==> config.mk <==
export PLATFORM = sky130hd
export DESIGN_NAME = pause_frame_gen
export DESIGN_NICKNAME = d
export VERILOG_FILES = /design/src/rtl/pfg_pkg.sv /design/src/rtl/pfg_trigger.sv /design/src/rtl/pfg_emitter.sv /design/src/rtl/pfg_byte_mux.sv /design/src/rtl/pause_frame_gen.sv
export SDC_FILE = /design/constraint.sdc
export NUM_CORES = 1
export LEC_CHECK = 0
export BUFFER_PORTS_ARGS = -buffer_cell sky130_fd_sc_hd__buf_4
export CAP_MARGIN = 20
export CORE_MARGIN = 2
export CORE_UTILIZATION = 50
export CTS_CLUSTER_DIAMETER = 60
export DETAILED_ROUTE_END_ITERATION = 6
export MAX_ROUTING_LAYER = met4
export PLACE_DENSITY = 0.85
export SKIP_CTS_REPAIR_TIMING = 1
export SYNTH_ARGS = -nofsm -noshare
export SYNTH_HDL_FRONTEND = slang
export SYNTH_HIERARCHICAL = 1
export SYNTH_SLANG_ARGS = --single-unit
==> constraint.sdc <==
create_clock -name clk -period 4.9 [get_ports clk]
set_clock_uncertainty 0.2 [all_clocks]
set_input_delay 0 -clock clk [delete_from_list [all_inputs] [get_ports clk]]
set_output_delay 0 -clock clk [all_outputs]
set_load 0.005 [all_outputs]
==> src/rtl/pfg_pkg.sv <==
package pfg_pkg;
  localparam int FRAME_BYTES = 60;
  localparam int HDR_BYTES   = 18;
  localparam int IDX_W       = $clog2(FRAME_BYTES);

  localparam logic [47:0] CTRL_DA    = 48'h0180C2000001;
  localparam logic [15:0] CTRL_ETYPE = 16'h8808;
  localparam logic [15:0] PAUSE_OPC  = 16'h0001;

  typedef logic [IDX_W-1:0] idx_t;

  // one-deep pending slot: vld = something queued, zero = release frame
  typedef struct packed {
    logic vld;
    logic zero;
  } req_t;
endpackage

==> src/rtl/pfg_trigger.sv <==
module pfg_trigger
  import pfg_pkg::*;
#(
  parameter int FREE_W = 16
) (
  input  logic              clk,
  input  logic              rst_n,
  input  logic              manual_req,
  input  logic              auto_en,
  input  logic [FREE_W-1:0] rx_free,
  input  logic [FREE_W-1:0] rx_watermark,
  input  logic              take,
  output req_t              pend
);
  logic below;
  logic starved_q;
  logic auto_pause;
  logic auto_rel;
  logic set_req;
  logic set_zero;

  assign below      = rx_free < rx_watermark;
  assign auto_pause = auto_en & ~starved_q & below;
  assign auto_rel   = auto_en & starved_q & ~below;
  assign set_req    = manual_req | auto_pause | auto_rel;
  // a pause request of any source outranks a release in the same cycle
  assign set_zero   = auto_rel & ~manual_req;

  always_ff @(posedge clk or negedge rst_n) begin
    if (!rst_n) begin
      starved_q <= 1'b0;
    end else begin
      starved_q <= auto_en & below;
    end
  end

  always_ff @(posedge clk or negedge rst_n) begin
    if (!rst_n) begin
      pend <= '0;
    end else if (set_req) begin
      pend.vld  <= 1'b1;
      pend.zero <= set_zero;
    end else if (take) begin
      pend <= '0;
    end
  end
endmodule

==> src/rtl/pfg_emitter.sv <==
module pfg_emitter
  import pfg_pkg::*;
(
  input  logic        clk,
  input  logic        rst_n,
  input  req_t        pend,
  input  logic [15:0] pause_time,
  input  logic        out_ready,
  output logic        take,
  output idx_t        idx,
  output logic [15:0] pt_q,
  output logic        out_valid,
  output logic        out_sop,
  output logic        out_eop
);
  localparam idx_t LAST_IDX = idx_t'(FRAME_BYTES - 1);

  logic busy_q;
  logic fire;
  logic last;

  assign take = pend.vld & ~busy_q;
  assign fire = busy_q & out_ready;
  assign last = idx == LAST_IDX;

  always_ff @(posedge clk or negedge rst_n) begin
    if (!rst_n) begin
      busy_q <= 1'b0;
      idx    <= '0;
      pt_q   <= '0;
    end else if (take) begin
      busy_q <= 1'b1;
      idx    <= '0;
      pt_q   <= pend.zero ? 16'h0000 : pause_time;
    end else if (fire) begin
      if (last) begin
        busy_q <= 1'b0;
        idx    <= '0;
      end else begin
        idx <= idx + idx_t'(1);
      end
    end
  end

  assign out_valid = busy_q;
  assign out_sop   = busy_q & (idx == '0);
  assign out_eop   = busy_q & last;
endmodule

==> src/rtl/pfg_byte_mux.sv <==
module pfg_byte_mux
  import pfg_pkg::*;
(
  input  idx_t        idx,
  input  logic [47:0] src_addr,
  input  logic [15:0] pt_q,
  output logic [7:0]  data
);
  logic [8*HDR_BYTES-1:0] hdr;
  logic [7:0]             hb [HDR_BYTES];

  assign hdr = {CTRL_DA, src_addr, CTRL_ETYPE, PAUSE_OPC, pt_q};

  for (genvar g = 0; g < HDR_BYTES; g++) begin : g_hdr
    assign hb[g] = hdr[8*(HDR_BYTES-g)-1 -: 8];
  end

  always_comb begin
    data = 8'h00;
    for (int i = 0; i < HDR_BYTES; i++) begin
      if (idx == idx_t'(i)) data = hb[i];
    end
  end
endmodule

==> src/rtl/pause_frame_gen.sv <==
module pause_frame_gen
  import pfg_pkg::*;
#(
  parameter int FREE_W = 16
) (
  input  logic              clk,
  input  logic              rst_n,
  input  logic [15:0]       pause_time,
  input  logic [47:0]       src_addr,
  input  logic              manual_req,
  input  logic              auto_en,
  input  logic [FREE_W-1:0] rx_free,
  input  logic [FREE_W-1:0] rx_watermark,
  output logic              out_valid,
  input  logic              out_ready,
  output logic [7:0]        out_data,
  output logic              out_sop,
  output logic              out_eop
);
  req_t        pend;
  logic        take;
  idx_t        idx;
  logic [15:0] pt_q;

  pfg_trigger #(.FREE_W(FREE_W)) u_trig (
    .clk(clk), .rst_n(rst_n), .manual_req(manual_req), .auto_en(auto_en),
    .rx_free(rx_free), .rx_watermark(rx_watermark), .take(take), .pend(pend)
  );

  pfg_emitter u_emit (
    .clk(clk), .rst_n(rst_n), .pend(pend), .pause_time(pause_time),
    .out_ready(out_ready), .take(take), .idx(idx), .pt_q(pt_q),
    .out_valid(out_valid), .out_sop(out_sop), .out_eop(out_eop)
  );

  pfg_byte_mux u_mux (
    .idx(idx), .src_addr(src_addr), .pt_q(pt_q), .data(out_data)
  );
endmodule

# Word-level counts from Yosys, hierarchy flattened
# Cells that the tools add are included.
# word_totals
in_bits,101
mem_bits_rw,0
latch_bits,0
mem_bits_ro,0
register_bits,26
mem_count,0
# classes
multipliers,0
n_reduce_logical,5
bitwise,16
div,0
n_mux,27
shift,0
addsub,1
eq_ne,18
n_lt_le_gt_ge,1
# op_table
operator,count
two-way mux 8 bit,17
equality test 6 x 4 -> 1 bit (second input constant),8
equality test 6 x 3 -> 1 bit (second input constant),4
two-way mux 6 bit,3
less-than comparator 16 bit,1
two-way mux 16 bit,1
equality test 6 x 2 -> 1 bit (second input constant),2
equality test 6 x 5 -> 1 bit (second input constant),2
AND 1 bit,10
adder 6 x 1 -> 6 bit (second input constant),1
equality test 6 x 1 -> 1 bit (second input constant),1
equality test 6 bit (second input constant),1
zero test 6 bit,1
nonzero test 2 bit,3
two-way mux 1 bit,4
two-way mux 2 bit,2
NOT 1 bit,4
OR 1 bit,2
AND reduction 2 bit,1

# Logic depth before layout (Yosys ltp)
# logic_depth
depth_word,19
ltp_mapped,7
depth_no_buf,7

# By module
# The synthesis kept the hierarchy.
# by_module_without_submodules
module,area_each_um2,seq_area_each_um2,cells_per_inst,n_inst
pfg_emitter,1078.5,575.6,116,1
pfg_byte_mux,753.2,0.0,112,1
pfg_trigger,551.8,75.1,72,1

# Worst setup path before layout
# OpenSTA, ideal clock, no wires.
# synth_timing
path_type,register to output
from,register u_emit.idx[2]
to,output out_data[2]
slack_ps,3016
t_arrival_ps,1684
path_stages_with_launch,7
path_cell_list,dfrtp_1 -> buf_2 -> or4b_4 -> nor2_1 -> a31oi_1 -> a211oi_1 -> a221o_2
# synth_between
elab_chain_len,17
elab_cells_between_ends,32
# synth_lines
item,line_no,rtl
"start, declared",pfg_emitter.sv:10,"output idx_t idx,"
"start signal, assigned",pfg_emitter.sv:40,idx <= idx + idx_t'(1);
equality test 6 x 2 -> 1 bit,pfg_byte_mux.sv:21,if (idx == idx_t'(i)) data = hb[i];
two-way mux 8 bit (15 in series),pfg_byte_mux.sv:21,
two-way mux 8 bit *,pfg_byte_mux.sv:21,
"end, declared",pause_frame_gen.sv:16,"output logic [7:0] out_data,"
# Every way passes the cells marked *; elsewhere a longest branch is shown, timed or not.

# Worst setup path in the final report
# layout_timing
from,register u_emit.idx[3]
to,output out_data[4]
# Same word-level chain as after synthesis.

==> results by group <==
Worst setup path
  • Crit start category: flip-flop
  • Worst Path Max Fanout: 19
  • Worst Path Required: 4.70 ns
  • R2R Setup Slk: 2.50 ns
  • CP Class: flip-flop to output pin
  • Crit end category: output pin
  • Arr. time, crit path: 2.81 ns

Floorplanning
  • Row count: 25
  • Starting Density: 0.5114
  • IO Count: 112
  • Area of the die: 5336 um^2
  • Chip Height: 73.05 um
  • Core box area: 4661 um^2
  • Die W: 73.05 um

Logic synthesis
  • Synthesized flop and latch total: 26
  • Synth Flop Type: dfrtp_1
  • Yosys top cell by area: dfrtp_1
  • Syn Std Cell Area: between 2000 and 2500 um^2
  • FFs w/ async S/R, synth: 1.000
  • Post-synth cell types: 54
  • Share of the synthesized area in the top cell type: 0.2730
  • Synth warn: 6
  • Post-Syn Area per Cell: 7.945 um^2
  • Mapped Nets: about 420
  • Area contributors post-synth: dfrtp_1 (27%), ha_1 (8.9%), o21ai_0 (6.1%)
  • Cell count after synthesis: 300
  • Post-synth EDFFs: 0
  • Seq/Total Area, Yosys: 0.2730

Place
  • Final Wtd Congestion: 0.9368
  • Placed Instances: 451
  • Post-DP HPWL: between 5 and 6 mm
  • PortBufs: 111

Timing
  • Normalized max-slew margin: 0.3484
  • Endpoints failing setup: 0
  • Slew at the pin closest to its max-slew limit: 0.9749 ns
  • Hold_ws: -0.02526 ns
  • Highest clock rate: approximately 0.33 GHz
  • Final Hold Fails: 2
  • RSZ-0062 raised after global routing: false
  • Final Max Tran Viols: 0
  • Final min period: roughly 3 ns
  • Sum Neg Setup Slack: 0 ns
  • Tcrit/Tclk final: 0.6150

Global routing
  • Initial antenna violation count: 0
  • Largest net degree at the start of global routing: 38
  • Gr usage total: 0.2504
  • Vias in the first global route: 2,541
  • Grt ovf: 0
  • First-pass GRT wire length: roughly 11 mm

Hold path
  • HP Class: primary input to flip-flop

CTS
  • Clk_lat worst skew: 0.27 ns
  • CTS tree: built
  • Clock buffer depth: 2
  • Clock-pin slew on the worst setup and hold paths: 0.09 ns
  • H-tree Lvls: 1
  • CTS buffer count: 3
  • Clock Sinks: 26
  • CTS Root Buffer Type: clkbuf_8

Final layout
  • NumNets Final: 543
  • Register area: 650.6 um^2
  • Antenna diode instance count: 0
  • Area added between synthesis and finish: 46.61%
  • Fillers: 336
  • Area occupied by multi-input gates: around 1600 um^2
  • Layout cell share with drive strength beyond 1: 0.3042
  • Final Util: 0.7498
  • Final Instance Count excl. Fillers: ~480

Routing
  • Vias: 2,775
  • Via-to-Cell Ratio: 5.805
  • Detailed Route WL: 7.126 mm
  • Drt pass-1 iters: 4
  • DR DRC count: 0
  • Drt first-iter violations: 292
  • ANT nets after route: 0
  • Wirelength per Cell: about 15 um

Pwr
  • Worst IR Drop VDD: ~0.18 mV
  • Power, Total: 1.108 mW
  • Internal power: 0.6477 mW
  • Pwr/cell area: 317.0 nW/um^2
  • Clock power share: 0.127
  • Switch share: 0.4153
  • Sw Pwr: 0.4600 mW
  • P_leak: between 1.5 and 2 nW
  • Seq pwr share: 0.354
  • Combinational power share: 0.520

Outcome
  • Failing checks: hold timing
  • Outcome: finished with violations

Flow run
  • Max_cap viols: 0
==> layout by cell type (no fill, tap or decap), types with 2 or more instances in the layout <==
cell type	n
nor3_1	6
clkbuf_8	4
nor2_1	15
a31oi_1	7
dlygate4sd3_1	22
nor4_1	4
inv_1	26
ha_1	17
a2bb2oi_1	2
a21oi_1	11
a221o_1	4
a211oi_1	5
a221o_2	3
nand3_1	10
and2_1	3
buf_4	111
mux2i_1	6
nand3b_1	2
a21boi_0	2
o2bb2ai_1	3
a221oi_1	4
nor3b_1	2
nand2b_1	21
o21ai_0	29
nand2_1	34
nand4_1	5
nor2b_1	3
dfrtp_1	26
and3_1	5
o32ai_1	3
a22oi_1	5
==> sequential cells by signal, indices dropped and copies added (netlist names) <==
| name | flops |
|---|---|
| u_emit/idx | 6 |
| u_emit/out_valid | 1 |
| u_emit/pt_q | 16 |
| u_trig/pend | 2 |
| u_trig/starved_q | 1 |
==> power groups by stage <==
| stage | clock network, mW | registers, mW | logic, mW |
|---|---|---|---|
| after global placement | 0 | 0.388 | 0.533 |
| after CTS | 0.139 | 0.389 | 0.549 |
| after detailed placement | 0 | 0.393 | 0.544 |
| after global routing | 0.148 | 0.409 | 0.640 |
| final | 0.140 | 0.392 | 0.576 |
| after floorplan | 0 | 0.318 | 0.412 |
==> per-stage QoR <==
stage / instance area (um^2) / hold WS (ns) / setup WS [ns]
floorplan: 2384 / -0.4956 / 3.016
detailed placement: 3204 / -0.2772 / 2.272
global placement: 3204 / -0.2777 / 2.317
CTS: 3259 / -0.5710 / 1.936
finish: 3495 / -0.02526 / 1.887
global route: 3495 / 0.01604 / 1.690
==> synth_stat cells, types with 2 or more instances <==
| cell | instances |
|---|---|
| nor2_1 | 15 |
| a22oi_1 | 5 |
| nand3_1 | 10 |
| dfrtp_1 | 26 |
| buf_6 | 2 |
| nand3b_1 | 2 |
| nand4_1 | 5 |
| a221oi_1 | 4 |
| buf_2 | 10 |
| nor3_1 | 6 |
| nor2b_1 | 3 |
| a21boi_0 | 2 |
| a31oi_1 | 7 |
| and2_1 | 3 |
| o32ai_1 | 3 |
| nand2b_1 | 21 |
| o2bb2ai_1 | 3 |
| nor3b_1 | 2 |
| a2bb2oi_1 | 2 |
| a211oi_1 | 5 |
| nand2_1 | 34 |
| o21ai_0 | 29 |
| a21oi_1 | 11 |
| nor4_1 | 4 |
| mux2i_1 | 6 |
| clkbuf_1 | 2 |
| a221o_2 | 3 |
| inv_1 | 26 |
| and3_1 | 5 |
| ha_1 | 17 |
| a221o_1 | 4 |
==> path summary, 6_finish.rpt <==
| path | startpoint | endpoint | depth (start not counted) |
|---|---|---|---|
| worst max-delay path | u_emit/idx[3]$_DFFE_PN0P_ | out_data[4] | 6 |
| worst min-delay path | out_ready | u_emit/idx[0]$_DFFE_PN0P_ | 4 |
| worst max register to register | u_emit/idx[0]$_DFFE_PN0P_ | u_emit/idx[3]$_DFFE_PN0P_ | 5 |
| worst min register to register | u_emit/pt_q[0]$_DFFE_PN0N_ | u_emit/pt_q[0]$_DFFE_PN0N_ | 2 |
| max in group asynchronous | rst_n | u_emit/idx[3]$_DFFE_PN0P_ | 4 |
| min in group asynchronous | rst_n | u_emit/pt_q[14]$_DFFE_PN0N_ | 3 |
==> critical path: stages (launching register included) <==
cell,delay [ns]
dfrtp_1,0.68
nor4b_2,0.88
and3_1,0.28
a31oi_1,0.06
a211oi_1,0.36
a221o_2,0.18
buf_4,0.10
==> cell type report <==
type                    count  area share
multi-input cells         234      0.4450
repair buffers            134      0.3058
flip-flops and latches     26      0.1862
inverters                  26     0.02793
well taps                  54     0.01933
clock buffers               4     0.01575
==> routing by layer <==
| metal | share of wire | vias to the layer above | GRT usage |
|---|---|---|---|
| li1 | - | 1349 | - |
| met1 | 0.41 | 1292 | 0.3079 |
| met2 | 0.51 | 120 | 0.4214 |
| met3 | 0.062 | 14 | 0.02901 |
| met4 | 0.019 | 0 | 0.09259 |
| met5 | 0 | - | - |
==> cell families after synthesis <==
group                      count (synthesis)  share of synthesized area
adders and majority gates                 17                    0.08924
xor gates and xnor gates                   1                   0.003675
buffers and inverters                     40                    0.07454
AOI/OAI and AO/OA                         88                     0.2546
muxes                                      8                    0.03465
and+or+nand+nor                          120                     0.2703
DFF                                       26                     0.2730
Power figures use the tool's default switching activity.
